**config.mk**
```make
export PLATFORM = sky130hd
export DESIGN_NAME = ext_bus_pin_ctrl
export DESIGN_NICKNAME = d
export VERILOG_FILES = /design/src/rtl/ebpc_pkg.sv /design/src/rtl/ebpc_strobe.sv /design/src/rtl/ebpc_data.sv /design/src/rtl/ebpc_addr_grp.sv /design/src/rtl/ext_bus_pin_ctrl.sv
export SDC_FILE = /design/constraint.sdc
export NUM_CORES = 1
export LEC_CHECK = 0
export BUFFER_PORTS_ARGS = -buffer_cell sky130_fd_sc_hd__buf_2
export CORE_UTILIZATION = 39
export CTS_CLUSTER_SIZE = 10
export DETAILED_ROUTE_END_ITERATION = 10
export HOLD_SLACK_MARGIN = 0.1
export PLACE_DENSITY = 0.75
export SYNTH_ARGS = -nofsm -noshare
export SYNTH_HDL_FRONTEND = slang
export SYNTH_SLANG_ARGS = --single-unit
```
**constraint.sdc**
```tcl
create_clock -name clk -period 0.85 [get_ports clk]
set_input_delay 0.1275 -clock clk [delete_from_list [all_inputs] [get_ports clk]]
set_output_delay 0.1275 -clock clk [all_outputs]
set_load 0.005 [all_outputs]
```
**src/rtl/ebpc_pkg.sv**
```systemverilog
package ebpc_pkg;
   typedef enum logic {
      PH_ADDR = 1'b0,
      PH_DATA = 1'b1
   } phase_e;

   // an access reaches the pins when it is external, or internal with
   // toggling allowed and protection off
   function automatic logic shown_access(input logic active, input logic ext,
                                         input logic toggle, input logic prot);
      return active & (ext | (toggle & ~prot));
   endfunction
endpackage

```
**src/rtl/ebpc_strobe.sv**
```systemverilog
module ebpc_strobe (
   input  logic clk,
   input  logic rst_n,
   input  logic shown,
   input  logic cyc_start,
   input  logic cyc_write,
   input  logic ds_n,
   input  logic we_mode,
   input  logic float_req,
   output logic rw_o,
   output logic rw_oe
);
   logic rw_q, oe_q;

   always_ff @(posedge clk or negedge rst_n) begin
      if (!rst_n) begin
         rw_q <= 1'b1;
         oe_q <= 1'b1;
      end else begin
         oe_q <= ~float_req;
         if (shown) begin
            if (we_mode)
               rw_q <= cyc_write ? ds_n : 1'b1;
            else if (cyc_start)
               rw_q <= ~cyc_write;
         end
      end
   end

   assign rw_o  = rw_q;
   assign rw_oe = oe_q;


   we_read_high_chk: assert property (@(posedge clk) disable iff (!rst_n)
      (shown && we_mode && !cyc_write) |=> rw_o);


   strobe_float_chk: assert property (@(posedge clk) disable iff (!rst_n)
      float_req |=> !rw_oe);
endmodule

```
**src/rtl/ebpc_data.sv**
```systemverilog
module ebpc_data
   import ebpc_pkg::*;
#(
   parameter int DATA_W      = 8,
   parameter bit MUX_CAPABLE = 1'b1
) (
   input  logic              clk,
   input  logic              rst_n,
   input  logic              shown,
   input  phase_e            phase,
   input  logic              cyc_write,
   input  logic              nonmux,
   input  logic              float_req,
   input  logic [DATA_W-1:0] wr_data,
   input  logic [DATA_W-1:0] addr_lo,
   output logic [DATA_W-1:0] dat_o,
   output logic              dat_oe
);
   logic              drv_q, drv_d;
   logic [DATA_W-1:0] val_q, val_d;
   logic              oe_q;
   logic              addr_on_bus;

   generate
      if (MUX_CAPABLE) begin : g_mux
         assign addr_on_bus = ~nonmux;
      end else begin : g_nomux
         assign addr_on_bus = 1'b0;
      end
   endgenerate

   always_comb begin
      drv_d = drv_q;
      val_d = val_q;
      if (shown) begin
         if (phase == PH_ADDR) begin
            drv_d = addr_on_bus;
            if (addr_on_bus) val_d = addr_lo;
         end else begin
            drv_d = cyc_write;
            if (cyc_write) val_d = wr_data;
         end
      end
   end

   always_ff @(posedge clk or negedge rst_n) begin
      if (!rst_n) begin
         drv_q <= 1'b0;
         val_q <= '0;
         oe_q  <= 1'b0;
      end else begin
         drv_q <= drv_d;
         val_q <= val_d;
         oe_q  <= drv_d & ~float_req;
      end
   end

   assign dat_o  = val_q;
   assign dat_oe = oe_q;


   nonmux_addr_float_chk: assert property (@(posedge clk) disable iff (!rst_n)
      (shown && phase == PH_ADDR && nonmux) |=> (!dat_oe && $stable(dat_o)));


   read_release_chk: assert property (@(posedge clk) disable iff (!rst_n)
      (shown && phase == PH_DATA && !cyc_write) |=> !dat_oe);


   write_data_chk: assert property (@(posedge clk) disable iff (!rst_n)
      (shown && phase == PH_DATA && cyc_write && !float_req)
         |=> (dat_oe && dat_o == $past(wr_data)));
endmodule

```
**src/rtl/ebpc_addr_grp.sv**
```systemverilog
module ebpc_addr_grp #(
   parameter int W = 16
) (
   input  logic         clk,
   input  logic         rst_n,
   input  logic         active,
   input  logic         float_req,
   input  logic [W-1:0] a_in,
   output logic [W-1:0] a_o,
   output logic         a_oe
);
   logic [W-1:0] a_q;
   logic         oe_q;

   always_ff @(posedge clk or negedge rst_n) begin
      if (!rst_n) begin
         a_q  <= '0;
         oe_q <= 1'b1;
      end else begin
         oe_q <= ~float_req;
         if (active) a_q <= a_in;
      end
   end

   assign a_o  = a_q;
   assign a_oe = oe_q;


   addr_follow_chk: assert property (@(posedge clk) disable iff (!rst_n)
      active |=> a_o == $past(a_in));


   addr_hold_chk: assert property (@(posedge clk) disable iff (!rst_n)
      !active |=> $stable(a_o));
endmodule

```
**src/rtl/ext_bus_pin_ctrl.sv**
```systemverilog
module ext_bus_pin_ctrl
   import ebpc_pkg::*;
#(
   parameter int DATA_W      = 8,
   parameter int ADDR_W      = 16,
   parameter int XADDR_W     = 6,
   parameter bit MUX_CAPABLE = 1'b1
) (
   input  logic               clk,
   input  logic               rst_n,
   input  logic               cyc_active,
   input  logic               cyc_start,
   input  logic               cyc_write,
   input  logic               cyc_phase,
   input  logic               cyc_external,
   input  logic               ds_n,
   input  logic [DATA_W-1:0]  wr_data,
   input  logic [ADDR_W-1:0]  addr,
   input  logic [XADDR_W-1:0] xaddr,
   input  logic               mode_we,
   input  logic               mode_ext_toggle,
   input  logic               mode_nonmux,
   input  logic               mode_float,
   input  logic               prot_active,
   input  logic               glob_hiz,
   input  logic               bus_ack,
   output logic               rw_o,
   output logic               rw_oe,
   output logic [DATA_W-1:0]  dat_o,
   output logic               dat_oe,
   output logic [ADDR_W-1:0]  adr_o,
   output logic               adr_oe,
   output logic [XADDR_W-1:0] xadr_o,
   output logic               xadr_oe
);
   localparam int LO_W = DATA_W;

   generate
      if (DATA_W < 1 || ADDR_W < LO_W) begin : g_bad_width
         $error("ext_bus_pin_ctrl: address narrower than data bus");
      end
      if (XADDR_W < 1) begin : g_bad_xw
         $error("ext_bus_pin_ctrl: extended address width must be positive");
      end
   endgenerate

   logic   shown;
   logic   rw_float;
   phase_e phase;

   assign shown    = shown_access(cyc_active, cyc_external, mode_ext_toggle, prot_active);
   assign rw_float = mode_float | glob_hiz | bus_ack;
   assign phase    = phase_e'(cyc_phase);

   ebpc_strobe u_strobe (
      .clk       (clk),
      .rst_n     (rst_n),
      .shown     (shown),
      .cyc_start (cyc_start),
      .cyc_write (cyc_write),
      .ds_n      (ds_n),
      .we_mode   (mode_we),
      .float_req (rw_float),
      .rw_o      (rw_o),
      .rw_oe     (rw_oe)
   );

   ebpc_data #(
      .DATA_W      (DATA_W),
      .MUX_CAPABLE (MUX_CAPABLE)
   ) u_data (
      .clk       (clk),
      .rst_n     (rst_n),
      .shown     (shown),
      .phase     (phase),
      .cyc_write (cyc_write),
      .nonmux    (mode_nonmux),
      .float_req (mode_float),
      .wr_data   (wr_data),
      .addr_lo   (addr[LO_W-1:0]),
      .dat_o     (dat_o),
      .dat_oe    (dat_oe)
   );

   ebpc_addr_grp #(.W(ADDR_W)) u_adr (
      .clk       (clk),
      .rst_n     (rst_n),
      .active    (cyc_active),
      .float_req (mode_float),
      .a_in      (addr),
      .a_o       (adr_o),
      .a_oe      (adr_oe)
   );

   ebpc_addr_grp #(.W(XADDR_W)) u_xadr (
      .clk       (clk),
      .rst_n     (rst_n),
      .active    (cyc_active),
      .float_req (mode_float),
      .a_in      (xaddr),
      .a_o       (xadr_o),
      .a_oe      (xadr_oe)
   );


   all_float_chk: assert property (@(posedge clk) disable iff (!rst_n)
      mode_float |=> (!rw_oe && !dat_oe && !adr_oe && !xadr_oe));


   hiz_addr_kept_chk: assert property (@(posedge clk) disable iff (!rst_n)
      ((glob_hiz || bus_ack) && !mode_float) |=> (adr_oe && xadr_oe && !rw_oe));


   hidden_stable_chk: assert property (@(posedge clk) disable iff (!rst_n)
      (cyc_active && !cyc_external && (!mode_ext_toggle || prot_active))
         |=> ($stable(rw_o) && $stable(dat_o)));


   level_hold_chk: assert property (@(posedge clk) disable iff (!rst_n)
      (!mode_we && !cyc_start) |=> $stable(rw_o));
endmodule

```
==> results.json, run 1 <==
{
  "setup.worst_path.start_class": "register",
  "crit_fanout": 2,
  "slew_headroom": 0.815,
  "area_growth_pct": 68.2,
  "slew_viol_final": 0,
  "hp-class": "input pin to register",
  "ys_ff_latch": 35,
  "r2r-start": "u_strobe.rw_o",
  "cts_tree": "built",
  "place_ws_ps": -142,
  "die_h_um": 62.6,
  "grt.total_usage": 0.207,
  "coreArea_sq_um": 3420,
  "status": "complete, but fails checks",
  "worstHoldStart": "cyc_start",
  "synth-seq-area-share": 0.615,
  "worst_path_largest_cell_delay_ps": 540,
  "syn_area_per_cell_sq_um": 13.9,
  "yosysUniqueCellTypes": 20,
  "drc_errors": 0,
  "crit_buf_inv": 1,
  "tightest_slew_ps": 278,
  "yosys.area.top_type": "dfrtp_1",
  "insertion_delay_ps": 330,
  "rsz0062_at_grt": "yes",
  "synth_cells": 103,
  "drtAntennaViolNets": 0,
  "postLayoutSetupSlackWorst_ps": -246,
  "max_freq_mhz": 912,
  "htreeDepth": 2,
  "gp_congestion": 0.757,
  "dp_hpwl_um": 2440,
  "synthTopCellsByArea": "dfrtp_1, mux2_2, mux2i_1, dfstp_2, nand2_1",
  "criticalPathCategory": "register to primary output",
  "total_leakage_power_uw": 0.00120,
  "final_cell_mix": "buf_2, dlygate4sd3_1, dfrtp_1, mux2_2",
  "synth_top_area_frac": 0.560,
  "final_common_cell": "buf_2",
  "fin_skew_ps": 0.0304,
  "crit_path_end_kind": "primary output",
  "synth_nets": 148,
  "die_w_um": 62.6,
  "io_pins": 80,
  "hold_viol": 0,
  "report.power.total_uw": 3820,
  "peakVddDrop_mv": 1.03,
  "violations": "setup timing",
  "clkSinkCount": 35,
  "via_per_inst": 4.56,
  "n_antenna_cell": 0,
  "layout.nets": 277,
  "dr.pass1.iters": 3,
  "routedWlPerCell_um": 13.1,
  "power_density_nw_per_um2": 1590,
  "start_util": 0.419,
  "fin_crit_sh": 1.29,
  "setup.worst_path.start": "u_xadr.a_oe",
  "post-route-util": 0.704,
  "cap_violations": 0,
  "drive_above_1_share": 0.571,
  "drt_iter0_drc": 31,
  "root_buffer": "clkbuf_4",
  "grt_pass1_vias": 1398,
  "synth_area_sq_um": 1430,
  "fp-row-count": 21,
  "critPathSlowestCell": "dfstp_2",
  "cp.required_ps": 720,
  "drt-total-wl_um": 3670,
  "crit_family": "flip-flops",
  "vias": 1272,
  "period_needed_ps": 1100,
  "setup_viol": 37,
  "finalSetupTns_ps": -5040,
  "fill_cells": 260,
  "crit_arrival_ps": 970,
  "clkTransAtPathRegs_ps": 100,
  "grt_max_degree": 26,
  "portBuffers": 79,
  "antenna_found_initial": 0,
  "cp_cell_sequence": "buf_2",
  "grt_pass1_wl_um": 6120,
  "cts_buffers": 5,
  "seqCellArea_sq_um": 880,
  "multi_input_area_sq_um": 517,
  "clockBufferDepth": 2,
  "grt_overflow": 0,
  "fp.dieArea_sq_um": 3910,
  "yosysWarnings": 0
}
## cells by family (layout without fill, tap and decap cells)
| family | after synthesis | after routing | share of synthesized area |
|---|---|---|---|
| and+or+nand+nor | 19 | 19 | 0.0621 |
| muxes | 30 | 30 | 0.229 |
| AOI/OAI and AO/OA | 12 | 12 | 0.0595 |
| buffers and inverters | 7 | 137 | 0.0341 |
| DFF | 35 | 35 | 0.615 |
## per-stage QoR
step	instances	cell area, sq um	hold slack, ps
3_5_place_dp	229	1930	15.4
5_1_grt	279	2400	119
6_report	279	2400	118
2_1_floorplan	103	1470	-168
3_3_place_gp	229	1930	16.5
4_1_cts	275	2360	111
## sequential cells by signal, summed over array words and instances (netlist names)
name            cells
u_adr.a_o          16
u_data.dat_o        8
u_data.dat_oe       1
u_data.drv_q        1
u_strobe.rw_o       1
u_strobe.rw_oe      1
u_xadr.a_o          6
u_xadr.a_oe         1
## synth_stat cells, drive strengths merged
cell type  number
dfstp           3
o32ai           1
nor2            1
mux2i           8
inv             1
o21ai           9
nand2          11
a21oi           1
mux2           22
buf             5
nand3b          1
and2            1
o221ai          1
clkbuf          1
nor2b           2
nor3            3
dfrtp          32
## power breakdown
group          leakage, uW  switching [uW]  internal, uW
registers         0.000414            99.4          1880
logic             0.000754             372           616
clock network    0.0000282             536           319
## worst paths after layout
| check | end | slack, ps | cells past startpoint |
|---|---|---|---|
| worst max-delay path | xadr_oe | -250 | 1 |
| min in group asynchronous | u_data.dat_oe | 200 | 2 |
| max in group asynchronous | u_adr.a_o[5] | 240 | 3 |
| worst min-delay path | u_strobe.rw_o | 120 | 4 |
| worst min register to register | u_data.drv_q | 490 | 2 |
| worst max register to register | u_strobe.rw_o | -80 | 3 |
## metal layers
layer / routed length, um / GRT usage / part of all wire / vias to the layer above
met5: 0 / 0 / 0 / -
met4: 108 / 0.0988 / 0.029 / 0
met3: 270 / 0.0766 / 0.074 / 11
li1: - / - / - / 615
met2: 1960 / 0.393 / 0.53 / 54
met1: 1330 / 0.192 / 0.36 / 592
## what timing repair did
action / 4_1_cts / 5_1_grt
hold buffers: 34 / 0
resized for setup: 0 / 5
endpoints found under the setup margin: 36 / 36
hold endpoints to repair: 68 / 0
setup buffers: 4 / 4
## cell type report
| type | count | share of cell area |
|---|---|---|
| Clock buffer | 6 | 0.0172 |
| Inverter | 1 | 0.00156 |
| Clock inverter | 2 | 0.00520 |
| Timing Repair Buffer | 128 | 0.371 |
| Tap cell | 46 | 0.0239 |
| Multi-Input combinational cell | 61 | 0.215 |
| Sequential cell | 35 | 0.366 |
No activity file was read; power rests on OpenSTA's default activity.
==> run 2: changes to the inputs <==
BUFFER_PORTS_ARGS = default   (was -buffer_cell sky130_fd_sc_hd__buf_2)
CORE_UTILIZATION = 54   (was 39)
DONT_BUFFER_PORTS = 1   (was default)
PLACE_DENSITY = 0.72   (was 0.75)
SETUP_SLACK_MARGIN = 0.4   (was default)
==> run 2 against run 1 <==
The run ends with hold timing, setup timing left; utilization shrank 4.8 points; sequential power grew 4%; sequential share of layout area grew 17 points; routed wire length shrank 29%; critical endpoint is now rw_o.
==> results.json, run 2 (synthesis gave the netlist of run 1 again) <==
{
  "status": "complete, but fails checks",
  "violations": "hold timing, setup timing",
  "n_antenna_cell": 0,
  "grt_max_degree": 36,
  "grt.total_usage": 0.191,
  "hold_viol": 67,
  "area_growth_pct": 14.7,
  "io_pins": 80,
  "period_needed_ps": 1030,
  "cap_violations": 0,
  "crit_arrival_ps": 900,
  "setup_viol": 35,
  "hold_buffers": 1,
  "slew_headroom": 0.798,
  "htreeDepth": 2,
  "power_density_nw_per_um2": 2360,
  "finalSetupTns_ps": -1400,
  "drt-total-wl_um": 2610,
  "r2r-start": "u_strobe.rw_o",
  "reg2reg_slack_ps": -80,
  "antenna_found_initial": 0,
  "start_util": 0.572,
  "rsz0062_at_grt": "yes",
  "max_freq_mhz": 970,
  "drive_above_1_share": 0.370,
  "drt_iter0_drc": 3,
  "vias": 806,
  "postLayoutSetupSlackWorst_ps": -181,
  "routedWlPerCell_um": 18.9,
  "grt_pass1_wl_um": 3700,
  "final_common_cell": "dfrtp_1",
  "grt_pass1_vias": 818,
  "dp_hpwl_um": 1740,
  "insertion_delay_ps": 320,
  "hp-class": "input pin to async pin",
  "crit_path_end_kind": "primary output",
  "crit_fanout": 3,
  "die_h_um": 53.5,
  "cts_tree": "built",
  "dr.pass1.iters": 4,
  "root_buffer": "clkbuf_4",
  "largest_reg_flops": 16,
  "total_leakage_power_uw": 0.000770,
  "die_w_um": 53.5,
  "drc_errors": 0,
  "setup.worst_path.start_class": "register",
  "cts_buffers": 5,
  "report.power.total_uw": 3870,
  "grt_overflow": 0,
  "fp.dieArea_sq_um": 2860,
  "hold_slack_ps": -533,
  "clockBufferDepth": 2,
  "drtAntennaViolNets": 0,
  "via_per_inst": 5.84,
  "clkSinkCount": 35,
  "layout.nets": 152,
  "fin_skew_ps": 0.114,
  "slew_viol_final": 0,
  "peakVddDrop_mv": 1.94,
  "cp.required_ps": 720,
  "worstRegToRegCells": 2,
  "fp-row-count": 18,
  "final_cell_mix": "dfrtp_1, mux2_4, nand2_1, o21ai_1, mux2i_1",
  "tightest_slew_ps": 301,
  "coreArea_sq_um": 2500,
  "portBuffers": 0,
  "clkTransAtPathRegs_ps": 110,
  "fin_crit_sh": 1.21,
  "timing.rr.end": "u_strobe.rw_o",
  "criticalPathCategory": "register to primary output",
  "gp_congestion": 0.616
}
run 2: changes by cell type in the layout (fill, tap and decap cells not counted), sizes merged:
cell	delta
buf	-92
clkinv	-1
dlygate4sd3	-33
bufinv	+2
clkbuf	-1
run 2: how the worst max path moves through the flow:
stage                          startpoint  slack (ps)  cells after the start              end
after global placement    mode_ext_toggle          -9                      4  u_data.dat_o[1]
after detailed placement  mode_ext_toggle         -70                      4    u_strobe.rw_o
after floorplan                 cyc_phase        -100                      6  u_data.dat_o[0]
final                       u_strobe.rw_o        -180                      0             rw_o
after CTS                   u_strobe.rw_o        -190                      0             rw_o
after global routing        u_strobe.rw_o        -210                      0             rw_o
run 2: worst register-to-register path: stages (launching register included):
cell	delay, ps
dfstp_2	580
o32ai_2	90
nor3_1	180
run 2: power breakdown:
part	total (uW)	internal, uW	leakage [uW]	switching, uW
registers	2050	1890	0.000414	169
clock network	1470	914	0.0000514	557
logic	343	239	0.000304	104
total	3870	3040	0.000770	830
run 2: layout make-up:
cell class / instances / area, sq um
Inverter: 1 / 3.75
Clock inverter: 3 / 67.6
Multi-Input combinational cell: 61 / 589
Clock buffer: 5 / 37.5
Timing Repair Buffer: 3 / 25.0
Fill cell: 176 / 860
Sequential cell: 35 / 880
Tap cell: 30 / 37.5
run 2: routing by layer:
| metal | track usage | vias to the layer above | part of all wire |
|---|---|---|---|
| li1 | - | 367 | - |
| met1 | 0.217 | 385 | 0.40 |
| met2 | 0.310 | 50 | 0.51 |
| met3 | 0.0632 | 4 | 0.081 |
| met4 | 0.105 | 0 | 0.013 |
| met5 | 0 | - | 0 |
run 2: stage by stage:
| stage | util | instances | area, sq um | setup WS [ps] |
|---|---|---|---|---|
| 6_report | 0.656 | 138 | 1640 | -181 |
| 3_3_place_gp | 0.607 | 129 | 1520 | -8.96 |
| 5_1_grt | 0.656 | 138 | 1640 | -213 |
| 3_5_place_dp | 0.607 | 129 | 1520 | -70.4 |
| 2_1_floorplan | - | 103 | 1570 | -105 |
| 4_1_cts | 0.653 | 138 | 1630 | -187 |
run 2: timing repair:
item,4_1_cts,5_1_grt
endpoints found under the setup margin,68,68
endpoints found under the hold margin,70,69
pin swaps,3,0
setup buffers,0,0
resized for setup,0,1
==> run 3: changes to the inputs <==
ABC_AREA = 1   (was default)
CORE_UTILIZATION = 55   (was 54)
PLACE_DENSITY = 0.73   (was 0.72)
==> run 3 against run 2 <==
Largest cell class unchanged; highest routed layer unchanged; the run still ends with hold timing, setup timing left; critical endpoint is now rw_oe; global-route usage up 1.4 points; final area up 0.15%; critical path type unchanged; routed wire length up 4.7%.
==> results.json, run 3 <==
{
  "cts_buffers": 5,
  "slew_headroom": 0.824,
  "synthTopCellsByCount": "dfrtp_1, mux2_1, nand2_1",
  "crit_arrival_ps": 880,
  "instances_no_fill": 148,
  "grt_pass1_wl_um": 3950,
  "fp-row-count": 18,
  "criticalPathCategory": "register to primary output",
  "gp_congestion": 0.691,
  "grt_max_degree": 36,
  "htreeDepth": 2,
  "cap_violations": 0,
  "total_leakage_power_uw": 0.000767,
  "ys_ff_latch": 35,
  "grt_pass1_vias": 934,
  "period_needed_ps": 1010,
  "drc_errors": 0,
  "largest_reg_flops": 16,
  "n_antenna_cell": 0,
  "cts_tree": "built",
  "worstRegToRegCells": 1,
  "dr.pass1.iters": 2,
  "area_growth_pct": 11.6,
  "synth_area_sq_um": 1470,
  "fin_skew_ps": 0.169,
  "placed_cells": 139,
  "pwr-share-seq": 0.561,
  "crit_path_end_kind": "primary output",
  "timing.rr.end": "u_xadr.a_o[1]",
  "setup.worst_path.start_class": "register",
  "postLayoutSetupSlackWorst_ps": -157,
  "post_cts_buffers": 0,
  "p_comb_frac": 0.107,
  "r2r-start": "u_xadr.a_o[1]",
  "dp_hpwl_um": 1960,
  "synth_nets": 159,
  "crit_fanout": 1,
  "hold_slack_ps": -516,
  "portBuffers": 0,
  "root_buffer": "clkbuf_4",
  "insertion_delay_ps": 320,
  "hold_buffers": 1,
  "grt.total_usage": 0.205,
  "async_reset_ff_frac": 1.00,
  "vias": 844,
  "start_util": 0.589,
  "drive_above_1_share": 0.415,
  "hp-class": "input pin to async pin",
  "peakVddDrop_mv": 1.72,
  "slew_viol_final": 0,
  "synth_cells": 114,
  "yosysWarnings": 0,
  "rsz0062_at_grt": "yes",
  "tightest_slew_ps": 262,
  "cp.required_ps": 720,
  "fin_crit_sh": 1.18,
  "internal-power_uw": 2830,
  "yosysUniqueCellTypes": 20,
  "drt_iter0_drc": 4,
  "total_switching_power_uw": 829,
  "coreArea_sq_um": 2500,
  "reg2reg_slack_ps": 50,
  "clkSinkCount": 35,
  "synth_top_area_frac": 0.544,
  "routedWlPerCell_um": 18.5,
  "drt-total-wl_um": 2740,
  "layout.nets": 162,
  "violations": "hold timing, setup timing",
  "die_h_um": 53.7,
  "final_common_cell": "dfrtp_1",
  "max_freq_mhz": 993,
  "syn_area_per_cell_sq_um": 12.9,
  "yosys.area.top_type": "dfrtp_1",
  "io_pins": 80,
  "synth_edf_count": 0,
  "status": "complete, but fails checks",
  "grt_overflow": 0,
  "final_cell_mix": "dfrtp_1, mux2_4, nand2_1, o21ai_2",
  "synthTopCellsByArea": "dfrtp_1, mux2_1, dfstp_2, o21ai_2, nand2_1",
  "synth_most_common_cell": "dfrtp_1",
  "via_per_inst": 5.70,
  "synth-seq-area-share": 0.597,
  "clkTransAtPathRegs_ps": 100,
  "die_w_um": 53.7,
  "clockBufferDepth": 2,
  "fp.dieArea_sq_um": 2890,
  "antenna_found_initial": 0,
  "post-route-util": 0.657,
  "hold_viol": 60,
  "drtAntennaViolNets": 0,
  "report.power.total_uw": 3650,
  "synth_ff_type": "dfrtp_1",
  "switching_share": 0.227,
  "finalSetupTns_ps": -961,
  "power_density_nw_per_um2": 2220,
  "pwr-share-clk": 0.333,
  "setup_viol": 33
}
run 3: cell count changes after synthesis, sizes merged, moves of 3 or more:
| cell | previous run | this run |
|---|---|---|
| or2 | 0 | 9 |
| inv | 1 | 4 |
| mux2i | 8 | 0 |
| nand2 | 11 | 15 |
| o21ai | 9 | 18 |
run 3: power groups by stage:
stage	registers, uW	logic, uW	clock network [uW]
6_report	2050	390	1220
3_3_place_gp	2070	365	0
3_5_place_dp	2080	384	0
4_1_cts	2050	392	1270
2_1_floorplan	2030	414	0
5_1_grt	2080	434	1330
run 3: timing repair:
item / CTS / global route
endpoints found under the setup margin: 68 / 68
pin swaps: 2 / 0
endpoints found under the hold margin: 70 / 69
resized for setup: 1 / 2
run 3: layer usage:
metal | part of all wire | global-route usage | up-vias
li1 | - | - | 387
met1 | 0.38 | 0.214 | 405
met2 | 0.53 | 0.358 | 50
met3 | 0.086 | 0.0678 | 2
met4 | 0.0055 | 0.110 | 0
met5 | 0 | 0 | -
run 3: metrics by stage:
stage	setup WS (ps)	area, sq um
final	-157	1640
after global routing	-207	1640
after CTS	-189	1640
after detailed placement	-47.6	1540
after global placement	3.41	1540
after floorplan	58.9	1590
run 3: cell families after synthesis:
| group | share of synthesized area |
|---|---|
| flip-flops | 0.597 |
| AND/OR/NAND/NOR | 0.0969 |
| multiplexers | 0.168 |
| AO/OA/AOI/OAI | 0.0952 |
| buffers and inverters | 0.0425 |
run 3: worst max path at each step:
stage	slack, ps	end	cells after the start	from
floorplan	60	u_adr.a_o[12]	3	cyc_active
global placement	3	u_data.dat_o[0]	4	cyc_phase
detailed placement	-50	u_data.dat_o[2]	4	cyc_phase
CTS	-190	rw_oe	0	u_strobe.rw_oe
global route	-210	rw_oe	0	u_strobe.rw_oe
finish	-160	rw_oe	0	u_strobe.rw_oe
run 3: cell type report:
cell class              instances  area [sq um]
fillers                       196           857
clock buffers                   6          51.3
multi-input cells              69           607
well taps                      30          37.5
flip-flops and latches         35           880
inverters                       4          15.0
repair buffers                  2          17.5
clock inverters                 2          35.0
